===== src/rtl/adc_frame_host.sv =====
module adc_frame_host #(
  parameter int HALF_DIV = 2
) (
  input  logic        clk,
  input  logic        rst_n,
  input  logic        start,
  input  logic [2:0]  chan,
  input  logic        conv,
  input  logic        res_sdi,
  output logic        sclk,
  output logic        sync_n,
  output logic        ctl_sdo,
  output logic        busy,
  output logic        done,
  output logic [2:0]  addr,
  output logic [11:0] result,
  output logic        lead_err
);
  localparam int CW = (HALF_DIV > 1) ? $clog2(HALF_DIV) : 1;
  localparam int LAST_HALF = 32;

  logic [CW-1:0] hcnt;
  logic [5:0]    half;
  logic [15:0]   tx, rx;

  wire tick = busy && (hcnt == CW'(HALF_DIV - 1));

  always_ff @(posedge clk or negedge rst_n) begin
    if (!rst_n) begin
      sclk     <= 1'b0;
      sync_n   <= 1'b1;
      ctl_sdo  <= 1'b0;
      busy     <= 1'b0;
      done     <= 1'b0;
      addr     <= '0;
      result   <= '0;
      lead_err <= 1'b0;
      hcnt     <= '0;
      half     <= '0;
      tx       <= '0;
      rx       <= '0;
    end else begin
      done <= 1'b0;
      if (!busy) begin
        if (start) begin
          busy   <= 1'b1;
          sync_n <= 1'b0;
          hcnt   <= '0;
          half   <= '0;
          tx     <= {chan, conv, 1'b0, 11'b0};
        end
      end else if (!tick) begin
        hcnt <= hcnt + 1'b1;
      end else begin
        hcnt <= '0;
        if (half == 6'(LAST_HALF)) begin
          busy     <= 1'b0;
          sync_n   <= 1'b1;
          done     <= 1'b1;
          ctl_sdo  <= 1'b0;
          addr     <= rx[14:12];
          result   <= rx[11:0];
          lead_err <= rx[15];
        end else begin
          half <= half + 1'b1;
          if (!half[0]) begin
            sclk    <= 1'b1;
            ctl_sdo <= tx[15];
            tx      <= {tx[14:0], 1'b0};
          end else begin
            sclk <= 1'b0;
            rx   <= {rx[14:0], res_sdi};
          end
        end
      end
    end
  end
endmodule


===== config.mk =====
export PLATFORM = sky130hd
export DESIGN_NAME = adc_frame_host
export DESIGN_NICKNAME = d
export VERILOG_FILES = /design/src/rtl/adc_frame_host.sv
export SDC_FILE = /design/constraint.sdc
export NUM_CORES = 1
export LEC_CHECK = 0
export BUFFER_PORTS_ARGS = -buffer_cell sky130_fd_sc_hd__buf_2
export CORE_ASPECT_RATIO = 1.4
export CORE_MARGIN = 4
export CORE_UTILIZATION = 45
export DETAILED_ROUTE_END_ITERATION = 8
export GPL_TIMING_DRIVEN = 0
export HOLD_SLACK_MARGIN = 0.15
export PLACE_DENSITY = 0.77
export SLEW_MARGIN = 20
export SYNTH_ARGS = -nofsm -noshare
export SYNTH_HDL_FRONTEND = slang
export SYNTH_SLANG_ARGS = --single-unit

===== constraint.sdc =====
create_clock -name clk -period 4.95 [get_ports clk]
set_input_delay 0.2475 -clock clk [delete_from_list [all_inputs] [get_ports clk]]
set_output_delay 0.2475 -clock clk [all_outputs]
set_load 0.02 [all_outputs]

==> metrics.json, run 1 <==
{
  "yosys-top-cells-area": "sky130_fd_sc_hd__dfrtp_1 (58%), sky130_fd_sc_hd__mux2_2 (14%), sky130_fd_sc_hd__mux2_4 (5.2%)",
  "cts_tree": "done",
  "syn-cell-area_mm2": 0.00201,
  "synth-warning-count": 0,
  "grt_pass1_wl_um": 5920,
  "ir_drop_worst_vdd_uv": 363,
  "antenna_found_initial": 0,
  "postRouteAntennaNets": 0,
  "start_util_pct": 47.1,
  "timing.critical_path.from_type": "flop",
  "clk_pin_slew_ps": 90,
  "reported_leakage_power_nw": 1.16,
  "max-slew-margin-rel_pct": 56.4,
  "final.fill_count": 399,
  "post_cts_sizing": 0,
  "clock_sink_count": 48,
  "syn_avg_cell_area_um2": 14.1,
  "route.vias.total": 1238,
  "gpl.final_weighted_congestion": 0.845,
  "grt_util_met1_pct": 14.8,
  "synth_edf_count": 0,
  "worst-path-max-fanout": 10,
  "result_of_the_run": "finished, final reports clean",
  "n_antenna_cell": 0,
  "critical_path_endpoint_category": "flop",
  "globalRouteTotalUtil_pct": 13.8,
  "clockRootBuffer": "sky130_fd_sc_hd__clkbuf_8",
  "synth.top_cell.area_share_pct": 58.4,
  "num-nets-final": 189,
  "asyncSetResetFlopFracSynth_pct": 100,
  "dr.first_iter.drc_count": 36,
  "report.final.hold_viol_count": 0,
  "detail_route.first_pass.iterations": 4,
  "power_density_mw_per_mm2": 625,
  "die_w_um": 64.5,
  "holdWs_ps": 186,
  "synth_ff_type": "sky130_fd_sc_hd__dfrtp_1",
  "grt_max_degree": 49,
  "crit_buf_inv": 2,
  "wl_um": 3510,
  "die_area_mm2": 0.00562,
  "hpwlAfterDp_um": 2460,
  "crit_arrival_ps": 2510,
  "core_outline_area_mm2": 0.00427,
  "mappedNetlistNets": 153,
  "synth_most_common_cell": "sky130_fd_sc_hd__dfrtp_1",
  "wl_per_cell_um": 14.6,
  "yosys.cell_types.count": 35,
  "cell_by_cell_trace_of_the_critical_path": "inv_1, ha_1, and2_1, a211oi_2, buf_4, mux2_2",
  "cts_buffers": 5,
  "max_slew.worst_pin.slew_ps": 653,
  "critPathMaxStageDelay_ps": 570,
  "worstPathRequired_ps": 5140,
  "maxSlewViolCount": 0,
  "fin_skew_ps": 10.2,
  "grt_pass1_vias": 1293,
  "busiest_layer": "met2",
  "dp_worst_setup_slack_ps": 2650,
  "final_min_period_over_clock_period_pct": 46.9,
  "holdCritPathClass": "input pin to flop",
  "synthCells": 143,
  "met3_usage_pct": 3.75,
  "htree_levels": 2,
  "drive_gt1_share_pct": 46.1,
  "critical_path.top_delay_family": "compound AO/OA/AOI/OAI gates",
  "setup-tns-final_ps": 0,
  "worst_skew_pair_later_pin_latency_ps": 300,
  "period_needed_ps": 2320,
  "maxClockFrequency_ghz": 0.430,
  "yosysSeqAreaShare_pct": 59.7,
  "cp_slowest_cell": "sky130_fd_sc_hd__a211oi_2",
  "drc_violations": 0,
  "avgViaCountPerCell": 5.16,
  "synth.ff_latch_count": 48,
  "met2_demand_to_capacity_share_in_global_routing_pct": 24.2,
  "std_cell_rows": 28,
  "setup_viol": 0,
  "setup.worst_path.class": "flop to flop",
  "grt_setup_unrepaired": "false",
  "max-clock-path-buffers": 2,
  "fp.dieH_um": 87.1,
  "ioPinCount": 29,
  "yosys.area.top_type": "sky130_fd_sc_hd__dfrtp_1",
  "synthToLayoutAreaGrowth_pct": 17.1,
  "gr-total-overflow": 0,
  "maxCapViolations": 0,
  "final.setup.worst_slack_ps": 2630,
  "io_buffers": 28,
  "synthTopCellsByCount": "sky130_fd_sc_hd__dfrtp_1 (47), sky130_fd_sc_hd__mux2_2 (25), sky130_fd_sc_hd__inv_1 (8)"
}
layer usage:
metal	vias up	wire, um
li1	576	-
met1	633	1450
met2	25	1830
met3	4	172
met4	0	58
met5	-	0
final cells by class:
| type | instances | area (um^2) | area share, % |
|---|---|---|---|
| Sequential cell | 48 | 1200 | 51.0 |
| Multi-Input combinational cell | 83 | 744 | 31.6 |
| Timing Repair Buffer | 29 | 153 | 6.48 |
| Tap cell | 60 | 75.1 | 3.18 |
| Clock buffer | 5 | 68.8 | 2.92 |
| Clock inverter | 3 | 47.5 | 2.02 |
| Buffer | 4 | 36.3 | 1.54 |
| Inverter | 8 | 30.0 | 1.27 |
per-stage QoR:
step | utilization [%] | std cells | power (mW) | cell area, um^2
floorplan | - | 143 | 1.05 | 2010
global placement | 52.1 | 231 | 1.17 | 2230
detailed placement | 52.1 | 231 | 1.20 | 2230
CTS | 55.1 | 240 | 1.49 | 2350
global route | 55.2 | 240 | 1.57 | 2360
finish | 55.2 | 240 | 1.47 | 2360
power by group:
part           total, mW  internal [mW]  switching (mW)
clock network      0.287          0.152           0.134
logic              0.525          0.260           0.265
registers          0.663          0.549           0.114
total               1.47          0.962           0.513
state kept, by name, summed over array words and instances (netlist names), 3 cells and up:
name,flops
result,12
half,6
rx,16
addr,3
tx,4
path summary, 6_finish.rpt:
kind	from	to	slack, ps	cells past startpoint
max	half[0]	rx[6]	2630	6
min	res_sdi	rx[0]	190	2
max reg2reg	half[0]	rx[6]	2630	6
min reg2reg	ctl_sdo	ctl_sdo	510	2
max in group asynchronous	rst_n	rx[0]	4050	2
min in group asynchronous	rst_n	half[5]	490	2
worst register-to-register path: stages (launching register included):
cell and delay [ps]:
sky130_fd_sc_hd__dfrtp_1 490, sky130_fd_sc_hd__inv_1 110, sky130_fd_sc_hd__ha_1 210, sky130_fd_sc_hd__and2_1 180, sky130_fd_sc_hd__a211oi_2 570, sky130_fd_sc_hd__buf_4 310
sky130_fd_sc_hd__mux2_2 350
layout by cell type, fill, tap and decap left out, types with 2 or more instances in the layout:
cell                       netlist  final
sky130_fd_sc_hd__o21ai_0         4      4
sky130_fd_sc_hd__o221a_2         3      3
sky130_fd_sc_hd__and2_1          2      2
sky130_fd_sc_hd__nand2_1         7      7
sky130_fd_sc_hd__nor2_1          3      3
sky130_fd_sc_hd__nand3_1         2      2
sky130_fd_sc_hd__clkbuf_8        0      5
sky130_fd_sc_hd__mux2_2         25     25
sky130_fd_sc_hd__buf_4           1      2
sky130_fd_sc_hd__o22ai_1         3      3
sky130_fd_sc_hd__inv_1           8      8
sky130_fd_sc_hd__buf_2           1     28
sky130_fd_sc_hd__a21oi_1         3      3
sky130_fd_sc_hd__dfrtp_1        47     47
sky130_fd_sc_hd__o31ai_1         2      2
sky130_fd_sc_hd__mux2_4          7      7
sky130_fd_sc_hd__ha_1            2      2
sky130_fd_sc_hd__mux2i_1         2      2
sky130_fd_sc_hd__clkinv_4        0      2
sky130_fd_sc_hd__or2_2           3      3
sky130_fd_sc_hd__nand4_1         2      2
logic make-up after synthesis:
group	share of synthesized area [%]
AOI/OAI and AO/OA	7.40
buffers and inverters	3.29
DFF	59.7
muxes	20.8
and+or+nand+nor	7.58
adders and majority gates	1.24
repair_timing:
item / CTS / global route
hold endpoints to repair: 1 / 0
hold buffers: 1 / 0
buffers inserted: 0 / 0
Power figures use the tool's default switching activity.
==> run 2: changes to the inputs <==
ABC_AREA = 1   (was default)
clock period = 2.4 ns   (was 4.95 ns; I/O delays follow)
==> run 2 against run 1 <==
Compared with the run above: combinational power shrank 91%; total power grew 1.8%; sequential share of layout area shrank 3.2 points; highest routed layer unchanged; clock power grew 120%.
==> metrics.json, run 2 <==
{
  "result_of_the_run": "finished, final reports clean",
  "setup-tns-final": {"value": 0, "unit": "ps", "change": "unchanged"},
  "io_buffers": {"value": 28, "change": "unchanged"},
  "post_cts_hold_buffer_count": {"value": 6, "change": "+5"},
  "drive_gt1_share": {"value": 28.4, "unit": "%", "change": "-18 points"},
  "std_cell_rows": {"value": 29, "change": "+3.6%"},
  "critical_path.reg2reg.startpoint": "half[0]",
  "setup_viol": {"value": 0, "change": "unchanged"},
  "setup.worst_path.class": "flop to flop",
  "yosysSeqAreaShare": {"value": 57.1, "unit": "%", "change": "-2.7 points"},
  "worstHoldEndpoint": "tx[15]",
  "cp_slowest_cell": "sky130_fd_sc_hd__dfrtp_1",
  "layout_common_cells": "sky130_fd_sc_hd__nand2_1 (75), sky130_fd_sc_hd__dfrtp_1 (47), sky130_fd_sc_hd__buf_2 (28), sky130_fd_sc_hd__inv_1 (23), sky130_fd_sc_hd__o21ai_2 (21)",
  "synth_most_common_cell": "sky130_fd_sc_hd__nand2_1",
  "postRouteAntennaNets": {"value": 0, "change": "unchanged"},
  "mappedNetlistNets": {"value": 232, "change": "+52%"},
  "yosys.cell_types.count": {"value": 23, "change": "-34%"},
  "post_cts_sizing": {"value": 0, "change": "unchanged"},
  "cts_tree": "done",
  "period_needed": {"value": 1690, "unit": "ps", "change": "-637 ps"},
  "synthCells": {"value": 222, "change": "+55%"},
  "final_min_period_over_clock_period": {"value": 70.3, "unit": "%", "change": "+23 points"},
  "yosys.area.top_type": "sky130_fd_sc_hd__dfrtp_1",
  "cell_by_cell_trace_of_the_critical_path": "inv_1, ha_1, nand2_1, inv_1, nand3_4, nand3_2, buf_4, nand2_1, o21ai_0",
  "holdCritPathClass": "input pin to flop",
  "die_w": {"value": 65.8, "unit": "um", "change": "+2.0%"},
  "clk_pin_slew": {"value": 90, "unit": "ps", "change": "about the same"},
  "biggestRegsByFlops": "rx (16), result (12), half (6)",
  "wl": {"value": 4040, "unit": "um", "change": "+15%"},
  "final_common_cell": "sky130_fd_sc_hd__nand2_1",
  "min_delay_path_depth": {"value": 5, "change": "+3"},
  "dr.first_iter.drc_count": {"value": 71, "change": "+97%"},
  "globalRouteTotalUtil": {"value": 15.9, "unit": "%", "change": "+2.1 points"},
  "synthToLayoutAreaGrowth_pct": 19.3,
  "worst_skew_pair_later_pin_latency": {"value": 300, "unit": "ps", "change": "about the same"},
  "fin_skew": {"value": 3.74, "unit": "ps", "change": "-6.48 ps"},
  "max_slew.worst_pin.slew": {"value": 579, "unit": "ps", "change": "-74.2 ps"},
  "worst_r2r_path_depth": {"value": 9, "change": "+3"},
  "timing.critical_path.from_type": "flop",
  "clock_sink_count": {"value": 48, "change": "unchanged"},
  "cts_setup_buffers": {"value": 0, "change": "unchanged"},
  "worstPathRequired": {"value": 2590, "unit": "ps", "change": "-2550 ps"},
  "synth_edf_count": {"value": 0, "change": "unchanged"},
  "syn_avg_cell_area": {"value": 9.49, "unit": "um^2", "change": "-33%"},
  "gr-total-overflow": {"value": 0, "change": "unchanged"},
  "power_density": {"value": 597, "unit": "mW/mm^2", "change": "-4.5%"},
  "reported_leakage_power": {"value": 1.33, "unit": "nW", "change": "+15%"},
  "hpwlAfterDp": {"value": 2830, "unit": "um", "change": "+15%"},
  "hold_startpoint": "chan[2]",
  "avgViaCountPerCell": {"value": 4.83, "change": "-6.3%"},
  "n_antenna_cell": {"value": 0, "change": "unchanged"},
  "clockRootBuffer": "sky130_fd_sc_hd__clkbuf_8",
  "route.vias.total": {"value": 1576, "change": "+27%"},
  "asyncSetResetFlopFracSynth": {"value": 100, "unit": "%", "change": "unchanged"},
  "htree_levels": {"value": 2, "change": "unchanged"},
  "detail_route.first_pass.iterations": {"value": 4, "change": "unchanged"},
  "cts_buffers": {"value": 5, "change": "unchanged"},
  "synth.top_cell.area_share": {"value": 55.8, "unit": "%", "change": "-2.6 points"},
  "die_area": {"value": 0.00586, "unit": "mm^2", "change": "+4.2%"},
  "final.fill_count": {"value": 396, "change": "-0.75%"},
  "synth_ff_type": "sky130_fd_sc_hd__dfrtp_1",
  "grt_max_degree": {"value": 49, "change": "unchanged"},
  "fp.dieH": {"value": 89.0, "unit": "um", "change": "+2.1%"},
  "maxSlewViolCount": {"value": 0, "change": "unchanged"},
  "r2r_slack": {"value": 710, "unit": "ps", "change": "-1910 ps"},
  "maxClockFrequency": {"value": 0.593, "unit": "GHz", "change": "+38%"},
  "placement.cell_area": {"value": 0.00232, "unit": "mm^2", "change": "+4.3%"},
  "synthTopCellsByCount": "sky130_fd_sc_hd__nand2_1 (75), sky130_fd_sc_hd__dfrtp_1 (47), sky130_fd_sc_hd__inv_1 (23)",
  "syn-cell-area": {"value": 0.00211, "unit": "mm^2", "change": "+4.7%"},
  "report.final.hold_viol_count": {"value": 0, "change": "unchanged"},
  "largest_register_ffs": {"value": 16, "change": "unchanged"},
  "synth.ff_latch_count": {"value": 48, "change": "unchanged"},
  "largest-register": "rx",
  "wl_per_cell": {"value": 12.4, "unit": "um", "change": "-15%"},
  "antenna_found_initial": {"value": 0, "change": "unchanged"},
  "ioPinCount": {"value": 29, "change": "unchanged"},
  "maxCapViolations": {"value": 0, "change": "unchanged"},
  "final_core_utilization": {"value": 55.4, "unit": "%", "change": "+0.27 points"},
  "core_outline_area": {"value": 0.00454, "unit": "mm^2", "change": "+6.1%"},
  "crit_arrival": {"value": 1870, "unit": "ps", "change": "-640 ps"},
  "start_util": {"value": 46.5, "unit": "%", "change": "-0.65 points"},
  "critical_path_endpoint_category": "flop",
  "max-clock-path-buffers": {"value": 2, "change": "unchanged"},
  "r2r-end": "rx[12]",
  "yosys-top-cells-area": "sky130_fd_sc_hd__dfrtp_1 (56%), sky130_fd_sc_hd__nand2_1 (13%), sky130_fd_sc_hd__o21ai_2 (8.7%)",
  "report.power.total": {"value": 1.50, "unit": "mW", "change": "+1.8%"},
  "worst-path-max-fanout": {"value": 10, "change": "unchanged"},
  "ir_drop_worst_vdd": {"value": 476, "unit": "uV", "change": "+31%"},
  "max-slew-margin-rel": {"value": 61.4, "unit": "%", "change": "+5.0 points"},
  "grt_setup_unrepaired": "false",
  "design_area": {"value": 0.00251, "unit": "mm^2", "change": "+6.6%"},
  "grt_pass1_wl": {"value": 7090, "unit": "um", "change": "+20%"},
  "num-nets-final": {"value": 273, "change": "+44%"},
  "grt_pass1_vias": {"value": 1585, "change": "+23%"},
  "critPathMaxStageDelay": {"value": 480, "unit": "ps", "change": "-90 ps"},
  "drc_violations": {"value": 0, "change": "unchanged"},
  "gpl.final_weighted_congestion": {"value": 0.805, "change": "-4.7%"},
  "synth-warning-count": {"value": 0, "change": "unchanged"}
}
==> run 2: cell count changes after synthesis, sizes merged, moves of 10 or more <==
cell / previous run / this run
nand3: 2 / 12
nand2: 8 / 79
inv: 8 / 25
o21ai: 4 / 37
mux2: 33 / 0
==> run 2: worst max-delay path: cells and delay by family (launching register included) <==
kind | cells | cell delay, ps
compound gates | 1 | 70
fa+ha+maj | 1 | 220
buf+inv | 3 | 420
flops | 1 | 480
simple gates | 4 | 380
==> run 2: kinds of logic after synthesis <==
| logic type | after synthesis | share of synthesized area [%] |
|---|---|---|
| simple gates | 100 | 20.6 |
| compound gates | 40 | 13.6 |
| buf+inv | 32 | 7.54 |
| flops | 48 | 57.1 |
| fa+ha+maj | 2 | 1.19 |
==> run 2: final cells by class <==
type | instances | area, um^2 | share of cell area (%)
clock inverter | 1 | 30.0 | 1.19
clock buffer | 7 | 96.3 | 3.83
multi-input combinational | 142 | 746 | 29.7
sequential | 48 | 1200 | 47.8
tap | 62 | 77.6 | 3.09
inverter | 25 | 93.8 | 3.73
timing repair buffer | 34 | 203 | 8.06
buffer | 7 | 65.1 | 2.59
==> run 2: worst max-delay path by stage <==
stage / startpoint / to / cells after the start
floorplan: half[0] / rx[11] / 9
global placement: half[0] / rx[13] / 9
detailed placement: half[0] / rx[12] / 9
CTS: half[0] / rx[12] / 9
global route: half[0] / rx[12] / 9
finish: half[0] / rx[12] / 9
==> run 2: metal layers <==
metal  track usage [%]  wire length (um)  vias to the layer above
li1                  -                 -                      778
met1              19.0              1700                      755
met2              27.5              2080                       37
met3              3.27               188                        6
met4              7.17                75                        0
met5                 0                 0                        -
==> run 2: per-stage QoR <==
step	instances	hold slack (ps)	setup WS [ps]
3_5_place_dp	312	355	743
2_1_floorplan	222	-176	943
5_1_grt	326	204	558
6_report	326	166	713
3_3_place_gp	312	346	765
4_1_cts	326	153	723
==> run 2: power by group <==
part / internal, mW / switching [mW]
sequential: 0.818 / 0.00547
clock: 0.368 / 0.261
combinational: 0.0180 / 0.0311
==> run 3: changes to the inputs <==
PLACE_DENSITY = 0.79   (was 0.77)
clock period = 1.4 ns   (was 2.4 ns; I/O delays follow)
==> run 3 against run 2 <==
Compared with the run above: the run now ends with setup timing left; non-clock buffer count up 16; total power up 57%; via count is 5.2% higher; first-iteration DRC count rose by 68%; sequential cell count is the same; critical path depth is 1 higher; maximum frequency increased by 14%; wire length up 15%; register-to-register slack worse by 790 ps; critical path type unchanged.
==> metrics.json, run 3 (synthesis results as in run 2) <==
{
  "period_needed": {"value": 1470, "unit": "ps", "change": "-213 ps"},
  "detail_route.first_pass.iterations": {"value": 4, "change": "unchanged"},
  "critical-path-top-cell-by-count": "sky130_fd_sc_hd__inv_2",
  "num-nets-final": {"value": 289, "change": "+5.9%"},
  "gpl.final_weighted_congestion": {"value": 0.816, "change": "+1.3%"},
  "critPathMaxStageDelay": {"value": 400, "unit": "ps", "change": "-80 ps"},
  "ir_drop_worst_vdd": {"value": 737, "unit": "uV", "change": "+55%"},
  "grt_setup_unrepaired": "true",
  "io_buffers": {"value": 28, "change": "unchanged"},
  "maxClockFrequency": {"value": 0.678, "unit": "GHz", "change": "+14%"},
  "reported_leakage_power": {"value": 1.42, "unit": "nW", "change": "+6.2%"},
  "dp_worst_setup_slack": {"value": -179, "unit": "ps", "change": "-922 ps"},
  "route.vias.total": {"value": 1658, "change": "+5.2%"},
  "clk_pin_slew": {"value": 90, "unit": "ps", "change": "about the same"},
  "antenna_found_initial": {"value": 0, "change": "unchanged"},
  "avgViaCountPerCell": {"value": 4.85, "change": "+0.28%"},
  "design_area": {"value": 0.00277, "unit": "mm^2", "change": "+10%"},
  "clockRootBuffer": "sky130_fd_sc_hd__clkbuf_8",
  "power_density": {"value": 852, "unit": "mW/mm^2", "change": "+43%"},
  "report.power.total": {"value": 2.36, "unit": "mW", "change": "+57%"},
  "holdWs": {"value": 319, "unit": "ps", "change": "+153 ps"},
  "setup.worst_path.class": "flop to flop",
  "synthToLayoutAreaGrowth_pct": 31.5,
  "max-clock-path-buffers": {"value": 2, "change": "unchanged"},
  "cell_by_cell_trace_of_the_critical_path": "inv_2, ha_4, nand2_2, inv_2, nand3_4, nor2_4, inv_4, buf_8, nand2_1, o21ai_2",
  "core_outline_area": {"value": 0.00454, "unit": "mm^2", "change": "unchanged"},
  "fin_skew": {"value": 5.40, "unit": "ps", "change": "+1.66 ps"},
  "worstPathRequired": {"value": 1590, "unit": "ps", "change": "-1000 ps"},
  "max_slew.worst_pin.slew": {"value": 610, "unit": "ps", "change": "+30.8 ps"},
  "instances_no_fill": {"value": 342, "change": "+4.9%"},
  "drive_gt1_share": {"value": 42.5, "unit": "%", "change": "+14 points"},
  "htree_levels": {"value": 2, "change": "unchanged"},
  "maxSlewViolCount": {"value": 0, "change": "unchanged"},
  "layout_common_cells": "sky130_fd_sc_hd__nand2_1 (55), sky130_fd_sc_hd__dfrtp_1 (46), sky130_fd_sc_hd__buf_2 (27), sky130_fd_sc_hd__o21ai_2 (24)",
  "biggestRegsByFlops": "rx (16), result (12), half (6)",
  "crit_arrival": {"value": 1670, "unit": "ps", "change": "-200 ps"},
  "grt_max_degree": {"value": 49, "change": "unchanged"},
  "postRouteAntennaNets": {"value": 0, "change": "unchanged"},
  "grt_pass1_vias": {"value": 1603, "change": "+1.1%"},
  "placement.cell_area": {"value": 0.00235, "unit": "mm^2", "change": "+1.2%"},
  "result_of_the_run": "complete, but fails checks",
  "final_common_cell": "sky130_fd_sc_hd__nand2_1",
  "worst_r2r_path_depth": {"value": 10, "change": "+1"},
  "cts_buffers": {"value": 5, "change": "unchanged"},
  "critical_path.reg2reg.startpoint": "half[1]",
  "fp.dieH": {"value": 89.0, "unit": "um", "change": "unchanged"},
  "die_area": {"value": 0.00586, "unit": "mm^2", "change": "unchanged"},
  "hpwlAfterDp": {"value": 2930, "unit": "um", "change": "+3.4%"},
  "largest-register": "rx",
  "largest_register_ffs": {"value": 16, "change": "unchanged"},
  "std_cell_rows": {"value": 29, "change": "unchanged"},
  "start_util": {"value": 46.5, "unit": "%", "change": "unchanged"},
  "holdCritPathClass": "input pin to asynchronous set/reset pin",
  "crit_buf_inv": {"value": 4, "change": "+1"},
  "wl": {"value": 4670, "unit": "um", "change": "+15%"},
  "grt_pass1_wl": {"value": 7570, "unit": "um", "change": "+6.8%"},
  "cts_tree": "done",
  "placed_cells": {"value": 312, "change": "unchanged"},
  "maxCapViolations": {"value": 0, "change": "unchanged"},
  "n_antenna_cell": {"value": 0, "change": "unchanged"},
  "critical_path_endpoint_category": "flop",
  "dr.first_iter.drc_count": {"value": 119, "change": "+68%"},
  "r2r-end": "result[4]",
  "failed_checks": "setup timing",
  "final.setup.worst_slack": {"value": -74.2, "unit": "ps", "change": "-787 ps"},
  "worst-path-max-fanout": {"value": 10, "change": "unchanged"},
  "report.final.hold_viol_count": {"value": 0, "change": "unchanged"},
  "r2r_slack": {"value": -70, "unit": "ps", "change": "-790 ps"},
  "critical_path.top_delay_family": "flip-flops",
  "die_w": {"value": 65.8, "unit": "um", "change": "unchanged"},
  "clock_sink_count": {"value": 48, "change": "unchanged"},
  "globalRouteTotalUtil": {"value": 16.9, "unit": "%", "change": "+1.0 points"},
  "final_min_period_over_clock_period": {"value": 105, "unit": "%", "change": "+35 points"},
  "gr-total-overflow": {"value": 0, "change": "unchanged"},
  "max-slew-margin-rel": {"value": 59.4, "unit": "%", "change": "-2.1 points"},
  "ioPinCount": {"value": 29, "change": "unchanged"},
  "cp_slowest_cell": "sky130_fd_sc_hd__dfrtp_1",
  "drc_violations": {"value": 0, "change": "unchanged"},
  "setup_viol": {"value": 20, "change": "+20"},
  "timing.critical_path.from_type": "flop",
  "wl_per_cell": {"value": 13.6, "unit": "um", "change": "+10%"},
  "worst_skew_pair_later_pin_latency": {"value": 300, "unit": "ps", "change": "about the same"}
}
run 3: changes by cell type in the layout (fill, tap and decap cells not counted), moves of 2 or more:
cell,delta
sky130_fd_sc_hd__nand2_4,+5
sky130_fd_sc_hd__buf_8,+2
sky130_fd_sc_hd__inv_1,-4
sky130_fd_sc_hd__nand2_1,-20
sky130_fd_sc_hd__o21ai_0,-7
sky130_fd_sc_hd__nand2_2,+15
sky130_fd_sc_hd__o21ai_2,+3
sky130_fd_sc_hd__inv_2,+2
sky130_fd_sc_hd__buf_4,+11
sky130_fd_sc_hd__ha_1,-2
sky130_fd_sc_hd__o21ai_1,+4
sky130_fd_sc_hd__inv_4,+2
sky130_fd_sc_hd__clkbuf_1,+2
run 3: where the power goes:
group          leakage (nW)  internal [mW]  switching (mW)
sequential            0.614           1.40          0.0126
combinational         0.757         0.0370          0.0584
clock                0.0455          0.404           0.446
run 3: metrics by stage:
stage | setup TNS, ps | utilization (%)
after floorplan | 0 | -
after global placement | -3030 | 51.9
after detailed placement | -4080 | 51.9
after CTS | -420 | 57.0
after global routing | -3250 | 61.1
final | -1070 | 61.1
run 3: worst max-delay path by stage:
stage / from / endpoint / cells after the start
floorplan: half[0] / addr[1] / 10
global placement: half[0] / result[9] / 10
detailed placement: half[0] / result[10] / 10
CTS: half[0] / result[6] / 10
global route: half[0] / result[9] / 10
finish: half[1] / result[4] / 10
run 3: area by class of cell:
class,count,area (um^2)
flip-flops and latches,48,1200
clock buffers,8,90.1
plain buffers,7,91.3
well taps,62,77.6
multi-input cells,142,860
fillers,374,1760
repair buffers,50,350
inverters,25,98.8
run 3: repair_timing:
item,in CTS,in global routing
pin swaps,1,2
gates resized for setup,5,45
cloned,0,3
setup endpoints to repair,39,41
buffers inserted,8,4
hold endpoints to repair,55,0
hold buffers,7,0
run 3: per-layer routing:
| layer | vias up | part of all wire, % | global-route usage (%) |
|---|---|---|---|
| met5 | - | 0 | 0 |
| met4 | 0 | 2.1 | 5.85 |
| met3 | 12 | 4.2 | 3.90 |
| met2 | 43 | 52 | 28.8 |
| met1 | 782 | 41 | 21.0 |
| li1 | 821 | - | - |
